## src/rtl/dac_seq_pkg.sv

```systemverilog
package dac_seq_pkg;
    localparam int HOLD_W   = 16;
    localparam int CODE_W   = 12;
    localparam int NARROW_W = 8;
    localparam int SETTLE_W = 10;
    localparam int ADDR_W   = 3;

    typedef logic [HOLD_W-1:0]   hold_t;
    typedef logic [CODE_W-1:0]   code_t;
    typedef logic [SETTLE_W-1:0] settle_t;
    typedef logic [ADDR_W-1:0]   addr_t;

    typedef enum logic [1:0] {
        WID_FULL   = 2'b00,
        WID_NARROW = 2'b01,
        WID_RSV_A  = 2'b10,
        WID_RSV_B  = 2'b11
    } width_e;

    // packed MSB first: wsel [6:5], left [4], udr_ie [3], dma_en [2], done_ie [1], enable [0]
    typedef struct packed {
        width_e wsel;
        logic   left;
        logic   udr_ie;
        logic   dma_en;
        logic   done_ie;
        logic   enable;
    } ctrl_t;

    localparam int CTRL_W = $bits(ctrl_t);

    localparam addr_t A_CTRL   = addr_t'(0);
    localparam addr_t A_HOLD   = addr_t'(1);
    localparam addr_t A_CODE   = addr_t'(2);
    localparam addr_t A_STAT   = addr_t'(3);
    localparam addr_t A_SETTLE = addr_t'(4);

    localparam int ST_DONE = 0;
    localparam int ST_UDR  = 1;

    // Select the conversion code from the holding word for the given alignment and width.
    function automatic code_t pick_code(input hold_t word, input logic left, input width_e wsel);
        code_t res;
        res = '0;
        if (wsel == WID_NARROW) begin
            if (left) res[NARROW_W-1:0] = word[HOLD_W-1 -: NARROW_W];
            else      res[NARROW_W-1:0] = word[NARROW_W-1:0];
        end else begin
            if (left) res = word[HOLD_W-1 -: CODE_W];
            else      res = word[CODE_W-1:0];
        end
        return res;
    endfunction
endpackage

```

## src/rtl/dac_seq_regs.sv

```systemverilog
module dac_seq_regs
    import dac_seq_pkg::*;
(
    input  logic    clk,
    input  logic    rst,
    input  logic    bus_we,
    input  addr_t   bus_addr,
    input  hold_t   bus_wdata,
    output ctrl_t   cfg,
    output hold_t   hold,
    output settle_t settle,
    output logic    hold_wr,
    output logic    clr_done,
    output logic    clr_udr
);
    logic wr_stat;

    assign hold_wr  = bus_we && (bus_addr == A_HOLD);
    assign wr_stat  = bus_we && (bus_addr == A_STAT);
    assign clr_done = wr_stat && bus_wdata[ST_DONE];
    assign clr_udr  = wr_stat && bus_wdata[ST_UDR];

    always_ff @(posedge clk) begin
        if (rst) begin
            cfg    <= '0;
            hold   <= '0;
            settle <= '0;
        end else if (bus_we) begin
            case (bus_addr)
                A_CTRL:   cfg    <= ctrl_t'(bus_wdata[CTRL_W-1:0]);
                A_HOLD:   hold   <= bus_wdata;
                A_SETTLE: settle <= bus_wdata[SETTLE_W-1:0];
                default:  ;
            endcase
        end
    end
endmodule

```

## src/rtl/dac_seq_core.sv

```systemverilog
module dac_seq_core
    import dac_seq_pkg::*;
(
    input  logic    clk,
    input  logic    rst,
    input  logic    start_pulse,
    input  logic    enable,
    input  logic    dma_en,
    input  logic    left,
    input  width_e  wsel,
    input  hold_t   hold,
    input  settle_t settle,
    input  logic    hold_wr,
    input  logic    clr_done,
    input  logic    clr_udr,
    output code_t   code,
    output logic    busy,
    output logic    done,
    output logic    udr,
    output logic    dma_req
);
    settle_t cnt_q;
    logic    refilled_q;
    logic    accept;
    logic    expire;

    assign accept = start_pulse && enable && !busy;
    assign expire = busy && (cnt_q >= settle);

    always_ff @(posedge clk) begin
        if (rst) begin
            code       <= '0;
            busy       <= 1'b0;
            cnt_q      <= '0;
            done       <= 1'b0;
            udr        <= 1'b0;
            dma_req    <= 1'b0;
            refilled_q <= 1'b0;
        end else begin
            dma_req <= accept && dma_en;

            if (accept) begin
                code  <= pick_code(hold, left, wsel);
                busy  <= 1'b1;
                cnt_q <= settle_t'(1);
            end else if (expire) begin
                busy  <= 1'b0;
            end else if (busy) begin
                cnt_q <= cnt_q + settle_t'(1);
            end

            if (accept)        done <= 1'b0;
            else if (expire)   done <= 1'b1;
            else if (clr_done) done <= 1'b0;

            if (accept && dma_en && !refilled_q) udr <= 1'b1;
            else if (clr_udr)                    udr <= 1'b0;

            if (hold_wr)     refilled_q <= 1'b1;
            else if (accept) refilled_q <= 1'b0;
        end
    end
endmodule

```

## src/rtl/dac_conv_seq.sv

```systemverilog
module dac_conv_seq
    import dac_seq_pkg::*;
(
    input  logic        clk,
    input  logic        rst,
    input  logic        start_pulse,
    input  logic        bus_we,
    input  logic [2:0]  bus_addr,
    input  logic [15:0] bus_wdata,
    output logic [15:0] bus_rdata,
    output logic [11:0] code_out,
    output logic        busy,
    output logic        irq,
    output logic        dma_req
);
    ctrl_t   cfg;
    hold_t   hold;
    settle_t settle;
    logic    hold_wr, clr_done, clr_udr;
    logic    done_flag, udr_flag;

    dac_seq_regs regs_i (
        .clk      (clk),
        .rst      (rst),
        .bus_we   (bus_we),
        .bus_addr (bus_addr),
        .bus_wdata(bus_wdata),
        .cfg      (cfg),
        .hold     (hold),
        .settle   (settle),
        .hold_wr  (hold_wr),
        .clr_done (clr_done),
        .clr_udr  (clr_udr)
    );

    dac_seq_core core_i (
        .clk        (clk),
        .rst        (rst),
        .start_pulse(start_pulse),
        .enable     (cfg.enable),
        .dma_en     (cfg.dma_en),
        .left       (cfg.left),
        .wsel       (cfg.wsel),
        .hold       (hold),
        .settle     (settle),
        .hold_wr    (hold_wr),
        .clr_done   (clr_done),
        .clr_udr    (clr_udr),
        .code       (code_out),
        .busy       (busy),
        .done       (done_flag),
        .udr        (udr_flag),
        .dma_req    (dma_req)
    );

    assign irq = (done_flag && cfg.done_ie) || (udr_flag && cfg.udr_ie);

    always_comb begin
        case (bus_addr)
            A_CTRL:   bus_rdata = HOLD_W'(cfg);
            A_HOLD:   bus_rdata = hold;
            A_CODE:   bus_rdata = HOLD_W'(code_out);
            A_STAT:   bus_rdata = HOLD_W'({busy, udr_flag, done_flag});
            A_SETTLE: bus_rdata = HOLD_W'(settle);
            default:  bus_rdata = '0;
        endcase
    end
endmodule

```

## config.mk

```make
export PLATFORM = sky130hd
export DESIGN_NAME = dac_conv_seq
export DESIGN_NICKNAME = d
export VERILOG_FILES = /design/src/rtl/dac_seq_pkg.sv /design/src/rtl/dac_seq_regs.sv /design/src/rtl/dac_seq_core.sv /design/src/rtl/dac_conv_seq.sv
export SDC_FILE = /design/constraint.sdc
export NUM_CORES = 1
export LEC_CHECK = 0
export BUFFER_PORTS_ARGS = -buffer_cell sky130_fd_sc_hd__buf_2
export CORE_ASPECT_RATIO = 1.25
export CORE_MARGIN = 8
export CORE_UTILIZATION = 57
export DETAILED_ROUTE_END_ITERATION = 8
export GPL_TIMING_DRIVEN = 0
export PLACE_DENSITY = 0.91
export SYNTH_ARGS = -nofsm -noshare
export SYNTH_HDL_FRONTEND = slang
export SYNTH_HIERARCHICAL = 1
export SYNTH_SLANG_ARGS = --single-unit
```

## constraint.sdc

```tcl
create_clock -name clk -period 2.6 [get_ports clk]
set_input_delay 0.13 -clock clk [delete_from_list [all_inputs] [get_ports clk]]
set_output_delay 0.13 -clock clk [all_outputs]
set_load 0.005 [all_outputs]
```

==> results.ini, run 1 <==
[status]
status=finished clean

[yosys]
synth.yosys.warnings=6
synth_cell_types=53
synth.avg_cell_area_um2=8.89
synth_area_leaders=dfxtp_1 35%, mux2i_1 15%, nand2b_1 10%
ys_seq_area_share_pct=35.4
synth_edf_count=0
synth-seq-cells=60
synth_nets=416
synth_ff_type=dfxtp_1
yosys.area.top_type=dfxtp_1
yosysTopAreaCellShare_pct=35.4
netlist_instances=382
ys_async_sr_fraction_pct=0
syn_area_um2=3390

[global_route]
grt_pass1_vias=3285
grt_pass1_wl_um=15700
grt_use_total_pct=23.2
grt_max_degree=15
grt.overflow.total=0
antenna_found_initial=0

[detailed_routing]
via_per_inst=6.16
drc=0
ant_nets=0
first_pass_iters=5
vias=3184
wl_per_cell_um=19.0
drt_iter0_drc=306
finalWirelength_um=9830

[pwr]
ir_worst_vdd_mv=0.476
leakage_uw=0.00161
power.total_uw=1930
powerDensity_nw_per_um2=490

[timing]
finalClockSkew_ns=0.00858
rsz0062_at_grt=false
setup_viol=0
max_freq_ghz=0.431
post-route-min-period_ns=2.32
worst_pin_slew_ns=0.576
max-slew-margin-rel_pct=61.6
final.setup.tns_ns=0
hold_viol_final=0
maxSlewViolCount=0
min_period_over_period_pct=89.3

[cts]
root_buffer=clkbuf_8
cts_sinks=60
clk_path_buf_depth=2
ctsResizeCount=0
cts-htree-levels=3
path_clk_slew_ns=0.07
cts_tree=yes
cts_buffers=9
cts_hold_buf=0
worst_skew_pair.late_latency_ns=0.35
cts_setup_buffers=0

[critical_path]
critPathLaunchType=flop
worst_setup_path_end_kind=flop
critPathMaxFanout=5
slowest_delay_ns=0.37
rrSetupSlack_ns=0.28
path_cells=inv_1 -> ha_1 -> a211oi_1 -> nor2_1 -> a211o_1 -> nor4_1 -> mux2_2
slowest_stage=dfxtp_1
critPathKind=reg2reg
crit_arrival_ns=2.56
worstPathRequired_ns=2.84

[finish]
drive_gt1_share_pct=20.4
fin_util_pct=67.9
fill_cells=444
area_growth_pct=15.6
antennaDiodeCount=0
final_net_count=480
final_cells=517

[floorplanning]
die_w_um=85.0
core_um2=5780
start_util_pct=58.7
dieArea_um2=8700
fp.dieH_um=102
rows=31
io_pins=54

[placed_design]
dp_cells=501
place_congestion=0.923
numPortBuffers=53
place_hpwl_um=7190

[run]
max_cap_violations=0

[hold_path]
hold_class=in2reg

==> power breakdown <==
part | total, uW | internal, uW | switching [uW]
registers | 945 | 932 | 13.3
logic | 179 | 74.4 | 105
clock network | 801 | 434 | 368
==> final cells by class <==
class / count / area, um2 / area share, %
clock inverter: 6 / 55.1 / 1.40
buffer: 25 / 143 / 3.63
tap: 66 / 82.6 / 2.10
sequential: 60 / 1200 / 30.6
inverter: 14 / 52.6 / 1.34
timing repair buffer: 53 / 265 / 6.76
clock buffer: 10 / 128 / 3.25
multi-input combinational: 283 / 2000 / 50.9
==> final timing paths <==
check                                      start  cells after the start         endpoint
worst max-delay path            regs_i/settle[7]                      7  core_i/cnt_q[7]
worst min-delay path               bus_wdata[15]                      3  regs_i/hold[15]
worst max register to register  regs_i/settle[7]                      7  core_i/cnt_q[7]
worst min register to register   core_i/cnt_q[9]                      2  core_i/cnt_q[9]
==> placed cells by master, fill, tap and decap left out, types with 2 or more instances in the layout <==
| master | instances |
|---|---|
| nor2b_1 | 7 |
| a211oi_1 | 10 |
| and2_1 | 4 |
| inv_1 | 13 |
| o21a_1 | 2 |
| nand3_1 | 14 |
| buf_6 | 5 |
| o22ai_1 | 2 |
| nand2_1 | 14 |
| buf_2 | 59 |
| nand4_1 | 2 |
| clkbuf_8 | 9 |
| and4_2 | 2 |
| nor4_1 | 4 |
| o21ai_0 | 12 |
| a222oi_1 | 4 |
| nor3_1 | 2 |
| or3_1 | 2 |
| dfxtp_1 | 60 |
| nand2b_1 | 56 |
| nor2_1 | 26 |
| nand4bb_1 | 2 |
| clkinv_2 | 5 |
| a22o_1 | 2 |
| o21ai_1 | 4 |
| mux2_2 | 3 |
| a22oi_1 | 7 |
| a21oi_1 | 17 |
| nor3b_1 | 4 |
| ha_1 | 11 |
| clkbuf_1 | 13 |
| mux2i_1 | 50 |
==> Yosys cell counts, drive strengths merged (3+ instances only) <==
| master | count |
|---|---|
| o21ai | 16 |
| and2 | 4 |
| nand2b | 56 |
| nor3b | 4 |
| mux2i | 50 |
| nand3 | 14 |
| a21oi | 17 |
| dfxtp | 60 |
| a222oi | 4 |
| inv | 14 |
| clkbuf | 12 |
| nor4 | 4 |
| a211oi | 10 |
| buf | 13 |
| nand2 | 14 |
| a22oi | 7 |
| and4 | 3 |
| nor2 | 27 |
| mux2 | 3 |
| nor2b | 8 |
| ha | 11 |
==> metrics by stage <==
step / hold WS, ns / setup slack, ns / cell area, um2
detailed placement: 0.403 / 0.373 / 3740
floorplan: 0.199 / 0.552 / 3390
global route: 0.0513 / 0.237 / 3930
finish: 0.0363 / 0.279 / 3930
global placement: 0.394 / 0.423 / 3740
CTS: 0.0407 / 0.308 / 3930
==> sequential cells by signal, summed over array words and instances (netlist names) <==
signal,cells
core_i/refilled_q,1
core_i/done,1
core_i/code,12
core_i/busy,1
regs_i/hold,16
core_i/cnt_q,10
regs_i/cfg,7
core_i/dma_req,1
regs_i/settle,10
core_i/udr,1
==> cells by family (layout without fill, tap and decap cells) <==
logic type	count (synthesis)	after routing	synth area share (%)
fa+ha+maj	11	11	4.05
compound gates	71	71	13.9
buf+inv	39	108	5.75
mux	53	53	15.7
simple gates	148	148	25.1
flops	60	60	35.4
==> layer usage <==
metal  GRT usage (%)  vias to the layer above  routed length (um)
met5               0                        -                   0
met3            4.91                       38                 661
met2            41.1                      149                5050
li1                -                     1482                   -
met4            14.8                        0                 357
met1            24.6                     1515                3760
==> worst max-delay path, delay by kind of cell (launching register included) <==
| family | cells | cell delay [ns] |
|---|---|---|
| simple gates | 2 | 0.46 |
| compound gates | 2 | 0.64 |
| flops | 1 | 0.37 |
| buf+inv | 1 | 0.06 |
| mux | 1 | 0.37 |
| fa+ha+maj | 1 | 0.30 |
Note: power is estimated with default switching activity, not from simulation.
==> run 2: changes to the inputs <==
--- a/config.mk
+++ b/config.mk
@@ -12,6 +12,7 @@
 export DETAILED_ROUTE_END_ITERATION = 8
 export GPL_TIMING_DRIVEN = 0
 export PLACE_DENSITY = 0.91
+export SETUP_SLACK_MARGIN = 0.5
 export SYNTH_ARGS = -nofsm -noshare
 export SYNTH_HDL_FRONTEND = slang
 export SYNTH_HIERARCHICAL = 1
==> results.ini, run 2 (synthesis results as in run 1) <==
[finish]
layout_commonest_cell=buf_2  ; was dfxtp_1
layout_common_cells=59 x buf_2, 56 x nand2b_1, 55 x dfxtp_1  ; was 60 x dfxtp_1, 59 x buf_2, 56 x nand2b_1
final_net_count=483  ; was 480
area_growth_pct=17.5  ; was 15.6%
antennaDiodeCount=0  ; unchanged
design_area_um2=3990  ; was 3930 um2
fin_util_pct=69.0  ; was 67.9%
largest_reg_flops=16  ; unchanged
drive_gt1_share_pct=23.3  ; was 20.4%
top_register=regs_i/hold  ; unchanged
biggestRegsByFlops=regs_i/hold (16), core_i/code (12)  ; unchanged

[critical_path]
slowest_delay_ns=0.49  ; was 0.37 ns
rrSetupSlack_ns=0.54  ; was 0.28 ns
slowest_stage=a21boi_0  ; was dfxtp_1
worst_setup_path_end_kind=flop  ; unchanged
path_cells=inv_1 -> ha_4 -> a211oi_2 -> o211a_1 -> a21boi_0 -> nand3_1 -> a31oi_1  ; was inv_1 -> ha_1 -> a211oi_1 -> nor2_1 -> a211o_1 -> nor4_1 -> mux2_2
r2r_start=regs_i/settle[7]  ; unchanged
crit_path_end=core_i/cnt_q[0]  ; was core_i/cnt_q[7]
crit_arrival_ns=2.33  ; was 2.56 ns
worstPathRequired_ns=2.87  ; was 2.84 ns
crit_family=compound AO/OA/AOI/OAI gates  ; unchanged
critPathLaunch=regs_i/settle[7]  ; unchanged
critPathMaxFanout=4  ; was 5
worst-path-stages=7  ; unchanged
critPathKind=reg2reg  ; unchanged
r2r_cells=7  ; unchanged
r2r-end=core_i/cnt_q[0]  ; was core_i/cnt_q[7]
critPathLaunchType=flop  ; unchanged
cp.buffers_inverters=1  ; unchanged

[cts]
clk_path_buf_depth=2  ; unchanged
cts_tree=yes  ; unchanged
worst_skew_pair.late_latency_ns=0.35  ; about the same
path_clk_slew_ns=0.07  ; about the same
cts-htree-levels=3  ; unchanged
cts_buffers=9  ; unchanged
root_buffer=clkbuf_8  ; unchanged
cts_sinks=60  ; unchanged

[placed_design]
place_congestion=0.923  ; unchanged
dpl_cell_area_um2=3740  ; unchanged
place_hpwl_um=7190  ; unchanged
place_ws_ns=0.373  ; unchanged
numPortBuffers=53  ; unchanged

[detailed_routing]
first_pass_iters=5  ; unchanged
finalWirelength_um=9910  ; was 9830 um
wl_per_cell_um=19.1  ; was 19.0 um
vias=3226  ; was 3,184
drc=0  ; unchanged
drt_iter0_drc=262  ; was 306
ant_nets=0  ; unchanged
via_per_inst=6.20  ; was 6.16

[floorplanning]
die_w_um=85.0  ; unchanged
rows=31  ; unchanged
io_pins=54  ; unchanged
start_util_pct=58.7  ; unchanged
fp.dieH_um=102  ; unchanged
dieArea_um2=8700  ; unchanged
core_um2=5780  ; unchanged

[timing]
finalClockSkew_ns=0.00824  ; was 0.00858 ns
min_period_over_period_pct=79.3  ; was 89.3%
post-route-min-period_ns=2.06  ; was 2.32 ns
hold_viol_final=0  ; unchanged
worst_pin_slew_ns=0.575  ; was 0.576 ns
final.setup.tns_ns=0  ; unchanged
rsz0062_at_grt=true  ; was false
setup_viol=0  ; unchanged
max-slew-margin-rel_pct=61.3  ; was 61.6%
maxSlewViolCount=0  ; unchanged
max_freq_ghz=0.485  ; was 0.431 GHz
final.setup.worst_slack_ns=0.538  ; was 0.279 ns

[global_route]
grt.overflow.total=0  ; unchanged
grt_use_total_pct=23.3  ; was 23.2%
grt_max_degree=15  ; unchanged
antenna_found_initial=0  ; unchanged
grt_pass1_wl_um=15800  ; was 15,700 um
grt_pass1_vias=3298  ; was 3,285

[hold_path]
hold_class=in2reg  ; unchanged

[run]
max_cap_violations=0  ; unchanged

[pwr]
leakage_uw=0.00163  ; was 0.00161 uW
ir_worst_vdd_mv=0.477  ; was 0.476 mV
powerDensity_nw_per_um2=484  ; was 490 nW/um2

[status]
status=finished clean  ; unchanged

## run 2: cell count changes in the layout (fill, tap and decap cells not counted), sizes merged
cell / delta
buf: +3
## run 2: worst min path at each step
stage	from	to	slack, ns	cells after the start
floorplan	rst	core_i/cnt_q[0]	0.20	1
global placement	bus_wdata[11]	regs_i/hold[11]	0.39	3
detailed placement	bus_wdata[12]	regs_i/hold[12]	0.40	3
CTS	bus_wdata[15]	regs_i/hold[15]	0.04	3
global route	bus_wdata[12]	regs_i/hold[12]	0.05	3
finish	bus_wdata[15]	regs_i/hold[15]	0.04	3
## run 2: layer usage
layer	global-route usage [%]	vias up	routed length, um
met5	0	-	0
met4	15.7	0	437
met3	4.91	47	694
met2	41.0	162	5080
met1	24.5	1526	3710
li1	-	1491	-
## run 2: where the power goes
part           internal, uW  switching [uW]  leakage [uW]
Sequential              932            13.1      0.000487
Combinational          78.3             106       0.00105
Clock                   433             369     0.0000996
Total                  1440             488       0.00163
## run 2: cell type report
class | instances | area (um2)
Multi-Input combinational cell | 283 | 2030
Fill cell | 426 | 1790
Sequential cell | 60 | 1210
Timing Repair Buffer | 56 | 288
Buffer | 25 | 146
Clock buffer | 10 | 128
Tap cell | 66 | 82.6
Clock inverter | 6 | 55.1
Inverter | 14 | 52.6
## run 2: worst min-delay path: stages
cell and delay [ns]:
buf_2 0.09, nand2b_1 0.05, mux2i_1 0.07
## run 2: what timing repair did
action / CTS / global route
pin swaps: 2 / 4
setup buffers: 1 / 2
cloned: 0 / 0
resized for setup: 7 / 7
hold buffers: 0 / 0
endpoints found under the setup margin: 7 / 7
## run 2: through the flow
stage,instances,power (uW),hold WS (ns)
after floorplan,382,1070,0.199
after global placement,501,1130,0.394
after detailed placement,501,1140,0.403
after CTS,518,1920,0.0407
after global routing,520,1990,0.0513
final,520,1930,0.0376
